--- src/rtl/iso_ep_pkg.sv ---
package iso_ep_pkg;

   typedef enum logic [1:0] {
      EP_IDLE    = 2'd0,
      EP_PRIMING = 2'd1,
      EP_WAIT    = 2'd2,
      EP_ACTIVE  = 2'd3
   } ep_state_e;

   typedef enum logic [2:0] {
      RSP_NONE     = 3'd0,
      RSP_SEND     = 3'd1,
      RSP_ZLP      = 3'd2,
      RSP_UNDERRUN = 3'd3,
      RSP_STORE    = 3'd4,
      RSP_DROP     = 3'd5
   } rsp_e;

   localparam logic [1:0] TOK_OUT   = 2'd0;
   localparam logic [1:0] TOK_IN    = 2'd1;
   localparam logic [1:0] TOK_SETUP = 2'd2;

   localparam logic [1:0] PID_MDATA = 2'd3;

endpackage

--- src/rtl/iso_prime_seq.sv ---
module iso_prime_seq
   import iso_ep_pkg::*;
#(
   parameter int FRAME_W   = 11,
   parameter int PRIME_LAT = 4
)(
   input  logic               clk,
   input  logic               rst_n,
   input  logic               prime_req,
   input  logic               prime_tx,
   input  logic [FRAME_W-1:0] prime_frame,
   input  logic               sof,
   input  logic [FRAME_W-1:0] frame_idx,
   input  logic               retire_now,
   output ep_state_e          state,
   output logic               dir_tx,
   output logic               prime_acc,
   output logic               frame_go
);

   localparam int LAT_W = (PRIME_LAT < 2) ? 1 : $clog2(PRIME_LAT);
   localparam logic [FRAME_W-1:0] HALF = FRAME_W'(1) << (FRAME_W - 1);

   ep_state_e          state_q;
   logic [FRAME_W-1:0] tgt_q;
   logic               dir_q;
   logic               lat_done;
   logic [FRAME_W-1:0] diff;
   logic               reached;

   assign prime_acc = prime_req && (state_q == EP_IDLE);

   // serial-number compare: target reached when the distance is in the lower half
   assign diff     = frame_idx - tgt_q;
   assign reached  = (diff < HALF);
   assign frame_go = sof && (state_q == EP_WAIT) && reached;

   generate
      if (PRIME_LAT == 0) begin : g_nolat
         assign lat_done = 1'b1;
      end else begin : g_lat
         logic [LAT_W-1:0] lat_q;
         always_ff @(posedge clk or negedge rst_n) begin
            if (!rst_n) begin
               lat_q <= '0;
            end else if (prime_acc) begin
               lat_q <= LAT_W'(PRIME_LAT - 1);
            end else if (state_q == EP_PRIMING && lat_q != '0) begin
               lat_q <= lat_q - 1'b1;
            end
         end
         assign lat_done = (lat_q == '0);
      end
   endgenerate

   always_ff @(posedge clk or negedge rst_n) begin
      if (!rst_n) begin
         state_q <= EP_IDLE;
         tgt_q   <= '0;
         dir_q   <= 1'b0;
      end else begin
         unique case (state_q)
            EP_IDLE: begin
               if (prime_acc) begin
                  state_q <= (PRIME_LAT == 0) ? EP_WAIT : EP_PRIMING;
                  tgt_q   <= prime_frame;
                  dir_q   <= prime_tx;
               end
            end
            EP_PRIMING: begin
               if (lat_done) state_q <= EP_WAIT;
            end
            EP_WAIT: begin
               if (frame_go) state_q <= EP_ACTIVE;
            end
            EP_ACTIVE: begin
               if (retire_now) state_q <= EP_IDLE;
            end
            default: state_q <= EP_IDLE;
         endcase
      end
   end

   assign state  = state_q;
   assign dir_tx = dir_q;

   // delivery only ever begins on a start-of-frame
   p_active_on_sof_r8: assert property (@(posedge clk) disable iff (!rst_n)
      $rose(state_q == EP_ACTIVE) |-> $past(sof));

endmodule

--- src/rtl/iso_pkt_ctr.sv ---
module iso_pkt_ctr #(
   parameter int MULT_W = 2,
   parameter int LEN_W  = 11,
   parameter int TOT_W  = 16
)(
   input  logic              clk,
   input  logic              rst_n,
   input  logic              prime_acc,
   input  logic              prime_tx,
   input  logic [MULT_W-1:0] dtd_mult_ovr,
   input  logic [TOT_W-1:0]  dtd_total,
   input  logic [MULT_W-1:0] qh_mult,
   input  logic [LEN_W-1:0]  qh_max_len,
   input  logic              load_frame,
   input  logic              pkt_take,
   input  logic              store_take,
   input  logic [LEN_W-1:0]  take_len,
   output logic [MULT_W-1:0] mult_left,
   output logic [MULT_W-1:0] pkt_cnt,
   output logic [MULT_W-1:0] mult_goal,
   output logic [TOT_W-1:0]  bytes_left,
   output logic [LEN_W-1:0]  max_len
);

   logic [MULT_W-1:0] eff_mult;
   logic [MULT_W-1:0] goal_q;
   logic [MULT_W-1:0] left_q;
   logic [MULT_W-1:0] cnt_q;
   logic [TOT_W-1:0]  bytes_q;
   logic [LEN_W-1:0]  max_q;

   assign eff_mult = (prime_tx && dtd_mult_ovr != '0) ? dtd_mult_ovr : qh_mult;

   always_ff @(posedge clk or negedge rst_n) begin
      if (!rst_n) begin
         goal_q  <= '0;
         left_q  <= '0;
         cnt_q   <= '0;
         bytes_q <= '0;
         max_q   <= '0;
      end else if (prime_acc) begin
         goal_q  <= eff_mult;
         bytes_q <= dtd_total;
         max_q   <= qh_max_len;
         left_q  <= '0;
         cnt_q   <= '0;
      end else if (load_frame) begin
         left_q <= goal_q;
         cnt_q  <= '0;
      end else if (pkt_take) begin
         left_q <= left_q - 1'b1;
         cnt_q  <= cnt_q + 1'b1;
         if (store_take) bytes_q <= bytes_q - TOT_W'(take_len);
      end
   end

   assign mult_left  = left_q;
   assign pkt_cnt    = cnt_q;
   assign mult_goal  = goal_q;
   assign bytes_left = bytes_q;
   assign max_len    = max_q;

   // a packet is only ever taken against remaining budget
   p_take_credit_r3: assert property (@(posedge clk) disable iff (!rst_n)
      pkt_take |-> (left_q != '0));

endmodule

--- src/rtl/iso_resp_unit.sv ---
module iso_resp_unit
   import iso_ep_pkg::*;
#(
   parameter int MULT_W = 2,
   parameter int LEN_W  = 11,
   parameter int TOT_W  = 16
)(
   input  logic              active,
   input  logic              dir_tx,
   input  logic              sof,
   input  logic              tok_valid,
   input  logic [1:0]        tok_pid,
   input  logic              tx_underrun,
   input  logic              dat_valid,
   input  logic [1:0]        dat_pid,
   input  logic [LEN_W-1:0]  dat_len,
   input  logic              dat_crc_err,
   input  logic [MULT_W-1:0] mult_left,
   input  logic [MULT_W-1:0] pkt_cnt,
   input  logic [MULT_W-1:0] mult_goal,
   input  logic [TOT_W-1:0]  bytes_left,
   input  logic [LEN_W-1:0]  max_len,
   output logic              rsp_valid_d,
   output rsp_e              rsp_code_d,
   output logic              pkt_take,
   output logic              store_take,
   output logic              retire_now,
   output logic              set_buf,
   output logic              set_txn,
   output logic              frame_reload
);

   logic has_credit;
   logic last_pkt;
   logic too_long;
   logic too_many;

   assign has_credit = (mult_left != '0);
   assign last_pkt   = (mult_left == MULT_W'(1));
   assign too_long   = (dat_len > max_len);
   assign too_many   = (TOT_W'(dat_len) > bytes_left);

   always_comb begin
      rsp_valid_d  = 1'b0;
      rsp_code_d   = RSP_NONE;
      pkt_take     = 1'b0;
      store_take   = 1'b0;
      retire_now   = 1'b0;
      set_buf      = 1'b0;
      set_txn      = 1'b0;
      frame_reload = 1'b0;
      if (sof) begin
         if (active) begin
            if (pkt_cnt != '0 && pkt_cnt < mult_goal) begin
               set_txn    = 1'b1;
               retire_now = 1'b1;
            end else begin
               frame_reload = 1'b1;
            end
         end
      end else if (tok_valid && tok_pid == TOK_IN) begin
         rsp_valid_d = 1'b1;
         if (active && dir_tx && has_credit) begin
            pkt_take = 1'b1;
            if (tx_underrun) begin
               rsp_code_d = RSP_UNDERRUN;
               set_buf    = 1'b1;
            end else begin
               rsp_code_d = RSP_SEND;
            end
            if (last_pkt) retire_now = 1'b1;
         end else begin
            rsp_code_d = RSP_ZLP;
         end
      end else if (dat_valid) begin
         rsp_valid_d = 1'b1;
         rsp_code_d  = RSP_DROP;
         if (active && !dir_tx && has_credit) begin
            pkt_take = 1'b1;
            if (too_long || too_many) begin
               set_buf    = 1'b1;
               retire_now = 1'b1;
            end else if (dat_crc_err) begin
               set_txn    = 1'b1;
               retire_now = 1'b1;
            end else begin
               rsp_code_d = RSP_STORE;
               store_take = 1'b1;
               if (last_pkt || dat_pid != PID_MDATA) retire_now = 1'b1;
            end
         end
      end
   end

endmodule

--- src/rtl/iso_ep_tracker.sv ---
module iso_ep_tracker
   import iso_ep_pkg::*;
#(
   parameter int FRAME_W   = 11,
   parameter int MULT_W    = 2,
   parameter int LEN_W     = 11,
   parameter int TOT_W     = 16,
   parameter int PRIME_LAT = 4
)(
   input  logic               clk,
   input  logic               rst_n,
   input  logic               sof,
   input  logic [FRAME_W-1:0] frame_idx,
   input  logic               prime_req,
   input  logic               prime_tx,
   input  logic [FRAME_W-1:0] prime_frame,
   input  logic [MULT_W-1:0]  dtd_mult_ovr,
   input  logic [TOT_W-1:0]   dtd_total,
   input  logic [MULT_W-1:0]  qh_mult,
   input  logic [LEN_W-1:0]   qh_max_len,
   input  logic               tok_valid,
   input  logic [1:0]         tok_pid,
   input  logic               tx_underrun,
   input  logic               dat_valid,
   input  logic [1:0]         dat_pid,
   input  logic [LEN_W-1:0]   dat_len,
   input  logic               dat_crc_err,
   output logic               rsp_valid,
   output logic [2:0]         rsp_code,
   output logic               retire,
   output logic               buf_err,
   output logic               txn_err,
   output logic               next_prime_req
);

   generate
      if (FRAME_W < 2) begin : g_bad_frame_w
         $error("FRAME_W must be at least 2");
      end
      if (MULT_W < 1) begin : g_bad_mult_w
         $error("MULT_W must be at least 1");
      end
      if (TOT_W < LEN_W) begin : g_bad_tot_w
         $error("TOT_W must not be narrower than LEN_W");
      end
      if (PRIME_LAT < 0) begin : g_bad_lat
         $error("PRIME_LAT must not be negative");
      end
   endgenerate

   ep_state_e         state;
   logic              dir_tx;
   logic              prime_acc;
   logic              frame_go;
   logic              active;
   logic [MULT_W-1:0] mult_left;
   logic [MULT_W-1:0] pkt_cnt;
   logic [MULT_W-1:0] mult_goal;
   logic [TOT_W-1:0]  bytes_left;
   logic [LEN_W-1:0]  max_len;
   logic              rsp_valid_d;
   rsp_e              rsp_code_d;
   logic              pkt_take;
   logic              store_take;
   logic              retire_now;
   logic              set_buf;
   logic              set_txn;
   logic              frame_reload;

   logic              rsp_valid_q;
   rsp_e              rsp_code_q;
   logic              retire_q;
   logic              buf_q;
   logic              txn_q;
   logic              next_q;

   assign active = (state == EP_ACTIVE);

   iso_prime_seq #(
      .FRAME_W   (FRAME_W),
      .PRIME_LAT (PRIME_LAT)
   ) seq_i (
      .clk         (clk),
      .rst_n       (rst_n),
      .prime_req   (prime_req),
      .prime_tx    (prime_tx),
      .prime_frame (prime_frame),
      .sof         (sof),
      .frame_idx   (frame_idx),
      .retire_now  (retire_now),
      .state       (state),
      .dir_tx      (dir_tx),
      .prime_acc   (prime_acc),
      .frame_go    (frame_go)
   );

   iso_pkt_ctr #(
      .MULT_W (MULT_W),
      .LEN_W  (LEN_W),
      .TOT_W  (TOT_W)
   ) ctr_i (
      .clk          (clk),
      .rst_n        (rst_n),
      .prime_acc    (prime_acc),
      .prime_tx     (prime_tx),
      .dtd_mult_ovr (dtd_mult_ovr),
      .dtd_total    (dtd_total),
      .qh_mult      (qh_mult),
      .qh_max_len   (qh_max_len),
      .load_frame   (frame_go | frame_reload),
      .pkt_take     (pkt_take),
      .store_take   (store_take),
      .take_len     (dat_len),
      .mult_left    (mult_left),
      .pkt_cnt      (pkt_cnt),
      .mult_goal    (mult_goal),
      .bytes_left   (bytes_left),
      .max_len      (max_len)
   );

   iso_resp_unit #(
      .MULT_W (MULT_W),
      .LEN_W  (LEN_W),
      .TOT_W  (TOT_W)
   ) rsp_i (
      .active       (active),
      .dir_tx       (dir_tx),
      .sof          (sof),
      .tok_valid    (tok_valid),
      .tok_pid      (tok_pid),
      .tx_underrun  (tx_underrun),
      .dat_valid    (dat_valid),
      .dat_pid      (dat_pid),
      .dat_len      (dat_len),
      .dat_crc_err  (dat_crc_err),
      .mult_left    (mult_left),
      .pkt_cnt      (pkt_cnt),
      .mult_goal    (mult_goal),
      .bytes_left   (bytes_left),
      .max_len      (max_len),
      .rsp_valid_d  (rsp_valid_d),
      .rsp_code_d   (rsp_code_d),
      .pkt_take     (pkt_take),
      .store_take   (store_take),
      .retire_now   (retire_now),
      .set_buf      (set_buf),
      .set_txn      (set_txn),
      .frame_reload (frame_reload)
   );

   always_ff @(posedge clk or negedge rst_n) begin
      if (!rst_n) begin
         rsp_valid_q <= 1'b0;
         rsp_code_q  <= RSP_NONE;
         retire_q    <= 1'b0;
         buf_q       <= 1'b0;
         txn_q       <= 1'b0;
         next_q      <= 1'b0;
      end else begin
         rsp_valid_q <= rsp_valid_d;
         rsp_code_q  <= rsp_code_d;
         retire_q    <= retire_now;
         if (prime_acc) begin
            buf_q  <= 1'b0;
            txn_q  <= 1'b0;
            next_q <= 1'b0;
         end else begin
            if (set_buf)    buf_q  <= 1'b1;
            if (set_txn)    txn_q  <= 1'b1;
            if (retire_now) next_q <= 1'b1;
         end
      end
   end

   assign rsp_valid      = rsp_valid_q;
   assign rsp_code       = rsp_code_q;
   assign retire         = retire_q;
   assign buf_err        = buf_q;
   assign txn_err        = txn_q;
   assign next_prime_req = next_q;

   // input rule: one bus event per cycle (R12 relies on it)
   p_one_event_r12: assert property (@(posedge clk) disable iff (!rst_n)
      $onehot0({sof, tok_valid, dat_valid}));

   // IN while not delivering a transmit descriptor gets a zero-length reply
   p_zlp_unprimed_r10: assert property (@(posedge clk) disable iff (!rst_n)
      (tok_valid && tok_pid == TOK_IN && !active) |=> (rsp_valid && rsp_code == 3'(RSP_ZLP)));

   // SETUP produces no response
   p_setup_silent_r12: assert property (@(posedge clk) disable iff (!rst_n)
      (tok_valid && tok_pid == TOK_SETUP) |=> !rsp_valid);

   // a retirement always leaves the next-descriptor request raised
   p_retire_next_r9: assert property (@(posedge clk) disable iff (!rst_n)
      retire |-> next_prime_req);

   // an oversized receive packet flags a buffer error and retires
   p_overflow_buf_r4: assert property (@(posedge clk) disable iff (!rst_n)
      (dat_valid && active && !dir_tx && mult_left != '0 && dat_len > max_len)
      |=> (buf_err && retire && rsp_code == 3'(RSP_DROP)));

   // a CRC failure on an otherwise fitting packet flags a transaction error
   p_crc_txn_r7: assert property (@(posedge clk) disable iff (!rst_n)
      (dat_valid && active && !dir_tx && mult_left != '0 && dat_len <= max_len &&
       TOT_W'(dat_len) <= bytes_left && dat_crc_err)
      |=> (txn_err && retire));

endmodule

--- config.mk ---
export PLATFORM = sky130hd
export DESIGN_NAME = iso_ep_tracker
export DESIGN_NICKNAME = d
export VERILOG_FILES = /design/src/rtl/iso_ep_pkg.sv /design/src/rtl/iso_prime_seq.sv /design/src/rtl/iso_pkt_ctr.sv /design/src/rtl/iso_resp_unit.sv /design/src/rtl/iso_ep_tracker.sv
export SDC_FILE = /design/constraint.sdc
export NUM_CORES = 1
export LEC_CHECK = 0
export CAP_MARGIN = 25
export CORE_MARGIN = 5
export CORE_UTILIZATION = 58
export CTS_BUF_LIST = sky130_fd_sc_hd__clkbuf_8
export CTS_CLUSTER_DIAMETER = 100
export DETAILED_ROUTE_END_ITERATION = 7
export PLACE_DENSITY = 0.88
export SETUP_SLACK_MARGIN = 0.2
export SYNTH_ARGS = -nofsm -noshare
export SYNTH_HDL_FRONTEND = slang
export SYNTH_HIERARCHICAL = 1
export SYNTH_SLANG_ARGS = --single-unit
--- constraint.sdc ---
create_clock -name clk -period 9.5 [get_ports clk]
set_input_delay 1.9 -clock clk [delete_from_list [all_inputs] [get_ports clk]]
set_output_delay 1.9 -clock clk [all_outputs]
set_load 0.05 [all_outputs]
# Word level (Yosys, flattened, before mapping)
# Cells that the tools add are included.
# W data, S select, Z words.
dict set report totals {
  reg_bits 57
  output_inout_bits 8
  elab_cells 139
}
dict set report classes {
  add_sub_neg 5
  order_cmp 4
  eq_ne 11
  n_mux 73
  bitwise_logic 1
  reduce_logical 30
}
# operator count
set ops {}
lappend ops {{$mux W16} 4}
lappend ops {{$mux W1} 48}
lappend ops {{$mux W2} 15}
lappend ops {{$reduce_bool A2 Y1} 10}
lappend ops {{$gt A11 B16 Y1} 1}
lappend ops {{$sub A16 B11 Y16} 1}
lappend ops {{$mux W3} 5}
lappend ops {{$gt A11 B11 Y1} 1}
lappend ops {{$logic_and A1 B1 Y1} 11}
lappend ops {{$lt A11 B11 Y1 const B} 1}
lappend ops {{$sub A11 B11 Y11} 1}
lappend ops {{$pmux W2 S4} 1}
lappend ops {{$eq A2 B1 Y1 const B} 3}
lappend ops {{$ne A2 B1 Y1 const B} 3}
lappend ops {{$ne A2 B2 Y1 const B} 3}
lappend ops {{$eq A2 B2 Y1 const B} 2}
lappend ops {{$logic_not A2 Y1} 2}
lappend ops {{$reduce_and A4 Y1} 1}
lappend ops {{$sub A2 B1 Y2 const B} 2}
lappend ops {{$reduce_and A3 Y1} 1}
lappend ops {{$reduce_bool A3 Y1} 1}
lappend ops {{$add A2 B1 Y2 const B} 1}
lappend ops {{$logic_or A1 B1 Y1} 2}
lappend ops {{$lt A2 B2 Y1} 1}
lappend ops {{3 further kinds} 3}

# Longest topological paths before layout
# Gate-level depths: netlist of run 1.
dict set report logic_depth {
  word_depth 11
  mapped_depth 16
}

# By module
# Netlist of run 1, hierarchy kept.
# mod instances cells_each area_per_inst_um2
set by_module_without_submodules {}
lappend by_module_without_submodules {iso_pkt_ctr 1 239 2225.9}
lappend by_module_without_submodules {iso_prime_seq 1 113 1056.0}
lappend by_module_without_submodules {iso_resp_unit 1 120 810.8}
lappend by_module_without_submodules {iso_ep_tracker 1 13 242.7}

# Worst setup path after synthesis of run 1
# No wires, ideal clock.
dict set report synth_path {
  kind {input port to flip-flop}
  start {input port frame_idx[4]}
  end {register ctr_i.bytes_q[12] (netlist: ctr_i/bytes_left[12])}
  arrival_time_ps 4593
  required_time_ps 9361
  path_slack_ps 4768
  path_stages 15
  n_path_buf 2
  cell_sequence {ha_1 a21oi_2 a211oi_2 a2111oi_4 nand2_1 xnor2_1 and3_1 or2_1 buf_6 nand3b_4 buf_6 a2111oi_4 nor2_2 a221oi_2 o311ai_1}
}
dict set report synth_between {
  elab_chain_len 6
}
# item line_no
set synth_lines {}
lappend synth_lines {{start, declared} iso_ep_tracker.sv:13} ;# input logic [FRAME_W-1:0] frame_idx,
lappend synth_lines {{$sub A11 B11 Y11} iso_prime_seq.sv:34} ;# assign diff = frame_idx - tgt_q;
lappend synth_lines {{$lt A11 B11 Y1} iso_prime_seq.sv:35} ;# assign reached = (diff < HALF);
lappend synth_lines {{$logic_and A1 B1 Y1} iso_prime_seq.sv:36} ;# assign frame_go = sof && (state_q == EP_WAIT) && reached;
lappend synth_lines {{via frame_go} iso_ep_tracker.sv:54} ;# logic frame_go;
lappend synth_lines {{$or A1 B1 Y1} iso_ep_tracker.sv:110} ;# .load_frame (frame_go | frame_reload),
lappend synth_lines {{$ne A2 B1 Y1 (no source line)} --}
lappend synth_lines {{$reduce_and A3 Y1 (no source line)} --}
lappend synth_lines {{end signal, assigned} iso_pkt_ctr.sv:43} ;# bytes_q <= dtd_total;
lappend synth_lines {{end signal, assigned} iso_pkt_ctr.sv:53} ;# if (store_take) bytes_q <= bytes_q - TOT_W'(take_len);
lappend synth_lines {{end, declared} iso_pkt_ctr.sv:29} ;# logic [TOT_W-1:0] bytes_q;
# The timed path passes the listed nets, and every way through them passes these cells.
# A chain may end at the register's enable or synchronous reset.

# Worst setup path in the final report of run 1
dict set report layout_path {
  start {input port dat_len[1]}
  end {register ctr_i.bytes_q[13] (netlist: ctr_i/bytes_left[13])}
}
dict set report layout_between {
  elab_chain_len 9
  elab_cells_between_ends 15
}
# item line_no
set layout_lines {}
lappend layout_lines {{start, declared} iso_ep_tracker.sv:26} ;# input logic [LEN_W-1:0] dat_len,
lappend layout_lines {{$gt A11 B16 Y1 or $gt A11 B11 Y1 (tied branches)} {iso_resp_unit.sv:41, iso_resp_unit.sv:40}}
lappend layout_lines {{$logic_or A1 B1 Y1 *} iso_resp_unit.sv:80} ;# if (too_long || too_many) begin
lappend layout_lines {{$mux W1 *} iso_resp_unit.sv:80}
lappend layout_lines {{$mux W1 *} iso_resp_unit.sv:78} ;# if (active && !dir_tx && has_credit) begin
lappend layout_lines {{$mux W1 *} iso_resp_unit.sv:75} ;# end else if (dat_valid) begin
lappend layout_lines {{$mux W1 *} iso_resp_unit.sv:61} ;# end else if (tok_valid && tok_pid == TOK_IN) begin
lappend layout_lines {{$mux W1 *} iso_resp_unit.sv:52} ;# if (sof) begin
lappend layout_lines {{via store_take} iso_ep_tracker.sv:64} ;# logic store_take;
lappend layout_lines {{$reduce_bool A2 Y1 (no source line) *} --}
lappend layout_lines {{$reduce_and A3 Y1 (no source line) *} --}
# The timed path passes the listed nets; every way through them passes the cells marked *. The select of a mux whose other input is x is not followed.

==> results of run 1 <==
## layout make-up
cell class | instances | area [µm²] | share of cell area [%]
Clock inverter | 6 | 106 | 1.94
Sequential cell | 57 | 1430 | 26.0
Timing Repair Buffer | 87 | 858 | 15.6
Multi-Input combinational cell | 355 | 2620 | 47.6
Clock buffer | 10 | 138 | 2.50
Inverter | 60 | 225 | 4.10
Tap cell | 99 | 124 | 2.25
## logic make-up (layout without fill, tap and decap cells)
kind of cell | count (synthesis) | count (layout) | synth area share, %
buffers and inverters | 73 | 163 | 6.72
xor gates and xnor gates | 9 | 9 | 1.82
DFF | 57 | 57 | 32.9
adders and majority gates | 50 | 50 | 14.6
and+or+nand+nor | 154 | 154 | 18.0
AOI/OAI and AO/OA | 128 | 128 | 22.3
muxes | 14 | 14 | 3.61
## power breakdown
group	internal (mW)	switching, mW
registers	0.244	0.000513
logic	0.0441	0.0391
clock network	0.180	0.103
total	0.468	0.143
## registers in the layout, indices dropped and copies added, names as in the netlist
name / flops
ctr_i/mult_left: 2
rsp_valid: 1
ctr_i/pkt_cnt: 2
seq_i/dir_tx: 1
buf_err: 1
seq_i/state: 2
rsp_code: 3
txn_err: 1
ctr_i/max_len: 11
next_prime_req: 1
seq_i/tgt_q: 11
retire: 1
seq_i/g_lat.lat_q: 2
ctr_i/mult_goal: 2
ctr_i/bytes_left: 16
## layout by cell type, fill, tap and decap left out, types with 3 or more instances in the layout
master / count
a211o_1: 4
a211oi_1: 8
a21o_1: 4
a21oi_1: 27
a21oi_2: 4
a31oi_1: 5
and3_1: 5
buf_4: 3
bufinv_16: 3
clkbuf_8: 10
clkdlybuf4s50_1: 83
dfrtp_1: 57
ha_1: 49
inv_1: 59
mux2_2: 13
nand2_1: 48
nand2b_1: 5
nand3_1: 15
nand3b_1: 3
nand4_1: 6
nor2_1: 31
nor2b_1: 4
nor3_1: 13
o211ai_1: 5
o21a_1: 4
o21ai_0: 20
o21ai_1: 10
o21ba_1: 3
o221ai_1: 3
o31ai_1: 3
or2_2: 3
or3_1: 4
or4_1: 4
xnor2_1: 7
## worst reg2reg max path: stages, from the launching register on
cell	delay (ps)
dfrtp_1	410
inv_1	80
ha_1	310
nand4_2	140
o41ai_2	340
a21oi_1	80
a21boi_4	160
nor4b_1	740
nand3b_4	350
a211o_1	400
nor3_1	230
o211a_1	200
o211ai_1	90
## routing by layer
metal | share of wire, % | routed length, µm | GRT usage, %
met1 | 42 | 4780 | 33.2
met2 | 49 | 5620 | 42.3
met3 | 7.3 | 839 | 3.56
met4 | 2.2 | 253 | 9.81
met5 | 0 | 0 | 0
## cells in the mapped netlist (4+ instances only)
master / number
a211o_1: 4
a211oi_1: 8
a21o_1: 4
a21oi_1: 27
a21oi_2: 4
a31oi_1: 5
and3_1: 5
clkbuf_1: 7
dfrtp_1: 57
ha_1: 49
inv_1: 59
mux2_2: 13
nand2_1: 48
nand2b_1: 5
nand3_1: 15
nand4_1: 6
nor2_1: 31
nor2b_1: 4
nor3_1: 13
o211ai_1: 5
o21a_1: 4
o21ai_0: 20
o21ai_1: 10
or3_1: 4
or4_1: 4
xnor2_1: 7
## metrics by stage
| stage | instance area (µm²) | util (%) | hold WS, ps | power [mW] |
|---|---|---|---|---|
| finish | 5500 | 75.8 | 510 | 0.610 |
| floorplan | 4340 | - | 478 | 0.282 |
| global placement | 5250 | 72.4 | 471 | 0.327 |
| CTS | 5500 | 75.8 | 507 | 0.612 |
| detailed placement | 5250 | 72.4 | 491 | 0.330 |
| global route | 5500 | 75.8 | 531 | 0.629 |
## how the worst max path moves through the flow
stage	to	slack, ps
finish	ctr_i/bytes_left[13]	4160
global route	ctr_i/bytes_left[12]	4000
CTS	ctr_i/bytes_left[11]	4240
detailed placement	ctr_i/bytes_left[11]	3960
global placement	ctr_i/bytes_left[11]	4100
floorplan	ctr_i/bytes_left[12]	4770
==> impl_metrics.toml, run 1 <==
[run_status]
status = "complete, no violations"

[pwr]
power_density_mw_per_mm2 = 111
ir_worst_vdd_uv = 120
leakagePower_nw = 2.53

[synth]
ys_warn_count = 6
synth-seq-cells = 57
synth_area_mm2 = 0.00434
synth_top_area_share_pct = 32.9
yosysSeqAreaShare_pct = 32.9
synth_edf_count = 0
synth_nets = 612
syn_inst = 485
synth_flop_cell = "dfrtp_1"
synthTopCellsByArea = "dfrtp_1, ha_1, inv_1, nand2_1, mux2_2"
avgSynthCellArea_um2 = 8.94
ys_types = 72
yosys.area.top_type = "dfrtp_1"
async_flop_share_pct = 100

[setup_path]
reg2reg_from = "ctr_i/bytes_left[6]"
reg2reg_slack_ps = 5840
r2r-end = "ctr_i/bytes_left[13]"
cp_slowest_cell = "nor4b_1"
critical_path_required_ps = 9710
path_delay_family = "simple AND/OR/NAND/NOR gates"
critPathLaunchType = "primary input"
crit_fanout = 20
cp.depth = 12
crit_type = "primary input to flop"
path_cells = "clkdlybuf4s50_1, ha_1, nor2b_1, o21ai_1, a21oi_1, o311a_1, nor4b_1, nand3b_4, a211o_1, nor3_1, o211a_1, o211ai_1"
r2r_cells = 12
worst-path-buf-inv = 1
crit_start = "dat_len[1]"
end_kind = "flop"
critical_path_arrival_ps = 5550
critical_path.max_stage_delay_ps = 720

[placement]
dp_slack_ps = 3960
gp_congestion = 0.892
io_buffers = 84
dp_cells = 658
dp_hpwl_um = 8440

[global_route]
grt_pass1_wl_um = 18500
grt.total_usage_pct = 25.3
grt.overflow.total = 0
grt_max_degree = 73
antenna_found_initial = 0
grt_pass1_vias = 4009

[worst_hold_path]
hold_class = "flop to flop"
holdPathEnd = "next_prime_req"
hold_depth = 1
hold_start = "next_prime_req"

[finish]
diodes = 0
nets = 697
layout-drive-gt1-share_pct = 10.1
syn_to_final_growth_pct = 26.8
instances_no_fill = 674
num-fill-cells = 538

[clocking]
hold_buffers = 0
cts_resized = 0
tritoncts = "done"
clk_pin_slew_ps = 70
clockBufferDepth = 2
root_buffer = "clkbuf_8"
postCtsSetupBuffers = 0
htreeDepth = 3
clk_latency_ps = 330
cts_sinks = 57
cts_made_buffers = 9

[drt]
ant_nets = 0
num_vias = 4021
viasPerCell = 5.97
dr.pass1.iters = 5
wire_per_inst_um = 17.0
routed_wl_um = 11500
drtIter0Drc = 342
drc_errors = 0

[floorplanning]
die_w_um = 96.5
core_region_area_mm2 = 0.00725
die_y_um = 96.5
start_util_pct = 59.8
die_area_mm2 = 0.00930
fp-row-count = 31
io_pins = 85

[timing]
fmax_ghz = 0.187
tightest_slew_ps = 840
setup_violations = 0
rsz0062_at_grt = "false"
final_hold_viol_count = 0
fin_crit_ps = 5340
setup_tns_ps = 0
slew_headroom_pct = 43.2
slew_viol_final = 0
setup_slack_ps = 4160
fin_worst_skew_ps = 10.4
timing.final.crit_share_pct = 56.2

[flow_run]
maxCapViolCount = 0
Note: power is estimated with default switching activity, not from simulation.
==> run 2: changes to the inputs <==
Settings changed: CORE_UTILIZATION 58 to 49, PLACE_DENSITY 0.88 to 0.79.
Clock period 9.5 ns to 4.9 ns, I/O delays scaled along.
==> impl_metrics.toml, run 2 (synthesized netlist as in run 1, its figures left out) <==
[floorplanning]
die_w_um = 104
fp-row-count = 34
core_region_area_mm2 = 0.00868
io_pins = 85
die_y_um = 104
die_area_mm2 = 0.0108
start_util_pct = 50.0

[drt]
drtIter0Drc = 195
num_vias = 3860
wire_per_inst_um = 15.5
drc_errors = 0
viasPerCell = 5.64
dr.pass1.iters = 5
ant_nets = 0
routed_wl_um = 10600

[clocking]
hold_buffers = 0
clk_pin_slew_ps = 70
postCtsSetupBuffers = 0
cts_resized = 0
cts_sinks = 57
cts_made_buffers = 9
root_buffer = "clkbuf_8"
clk_latency_ps = 340
htreeDepth = 3
clockBufferDepth = 2
tritoncts = "done"

[pwr]
leakagePower_nw = 2.51
ir_worst_vdd_uv = 123
power_density_mw_per_mm2 = 197

[global_route]
grt_pass1_wl_um = 18500
grt_pass1_vias = 3996
grt.total_usage_pct = 20.3
grt_max_degree = 58
antenna_found_initial = 0
grt.overflow.total = 0

[finish]
diodes = 0
layout_commonest_cell = "clkdlybuf4s50_1"
layout-drive-gt1-share_pct = 10.4
multiInputGateArea_mm2 = 0.00262
register_area_mm2 = 0.00143
layout_common_cells = "clkdlybuf4s50_1, inv_1, dfrtp_1, ha_1, nand2_1"
num-fill-cells = 763
post-route-util_pct = 63.0
syn_to_final_growth_pct = 26.1
largest_reg_flops = 16
nets = 698

[placement]
gp_congestion = 0.895
io_buffers = 84
dp_hpwl_um = 8200

[timing]
slew_viol_final = 0
timing.final.crit_share_pct = 86.3
fin_crit_ps = 4230
final_hold_viol_count = 0
fmax_ghz = 0.237
slew_headroom_pct = 51.0
setup_violations = 0
setup_tns_ps = 0
fin_worst_skew_ps = 10.8
rsz0062_at_grt = "false"
tightest_slew_ps = 734

[flow_run]
maxCapViolCount = 0

[setup_path]
path_cells = "clkdlybuf4s50_1, ha_1, nand4_1, a211oi_2, a2111oi_4, nand2_1, xnor2_1, and3_1, or2_1, nand3b_4, a211o_1, or4_1, a31oi_1"
cp_slowest_cell = "a2111oi_4"
crit_fanout = 20
critical_path.max_stage_delay_ps = 420
critical_path_required_ps = 5160
critPathLaunchType = "primary input"
critical_path_arrival_ps = 4490
crit_type = "primary input to flop"
end_kind = "flop"

[run_status]
status = "complete, no violations"

[worst_hold_path]
hold_class = "flop to flop"
[run 2: changes by cell type in the layout (fill, tap and decap cells not counted), sizes merged]
cell      previous run  this run
clkbuf              10         9
inv                 60        59
clkinvlp             1         3
buf                  4         5
clkinv               2         4
bufinv               3         1
[run 2: report_power, final]
group	switching [mW]	total, mW	internal [mW]
Combinational	0.0732	0.158	0.0848
Sequential	0.00108	0.473	0.472
Clock	0.210	0.443	0.233
Total	0.284	1.07	0.790
[run 2: path summary, 6_finish.rpt]
path	startpoint	endpoint	slack, ps	cells past startpoint
hold reg to reg	next_prime_req	next_prime_req	490	1
hold / removal	next_prime_req	next_prime_req	490	1
setup reg to reg	seq_i/tgt_q[4]	ctr_i/bytes_left[11]	1370	13
max in group asynchronous	rst_n	ctr_i/bytes_left[14]	3630	2
min in group asynchronous	rst_n	seq_i/tgt_q[10]	780	2
setup / recovery	frame_idx[9]	ctr_i/bytes_left[11]	670	13
[run 2: area by class of cell]
| type | instances | area share, % |
|---|---|---|
| inverter | 60 | 4.12 |
| clock buffer | 9 | 2.27 |
| clock inverter | 7 | 1.30 |
| tap | 108 | 2.47 |
| multi-input combinational | 355 | 47.9 |
| sequential | 57 | 26.1 |
| timing repair buffer | 88 | 15.8 |
[run 2: stage by stage]
| stage | power [mW] | hold slack [ps] | area [µm²] | setup WS (ps) | instances |
|---|---|---|---|---|---|
| finish | 1.07 | 486 | 5470 | 673 | 684 |
| floorplan | 0.546 | 478 | 4340 | 1090 | 485 |
| detailed placement | 0.639 | 480 | 5270 | 333 | 668 |
| CTS | 1.09 | 490 | 5470 | 683 | 684 |
| global route | 1.12 | 505 | 5470 | 426 | 684 |
| global placement | 0.635 | 480 | 5270 | 432 | 668 |
[run 2: critical path: cells and delay by family]
family	cells	cell delay, ps
AOI/OAI and AO/OA	4	1050
xor gates and xnor gates	1	140
adders and majority gates	1	360
buffers and inverters	1	400
and+or+nand+nor	6	1540
[run 2: routing by layer]
layer / global-route usage [%] / wire (µm) / vias up
met3: 4.35 / 507 / 15
met5: 0 / 0 / -
met2: 32.7 / 5070 / 113
met4: 6.85 / 176 / 0
met1: 27.0 / 4880 / 1828
li1: - / - / 1904
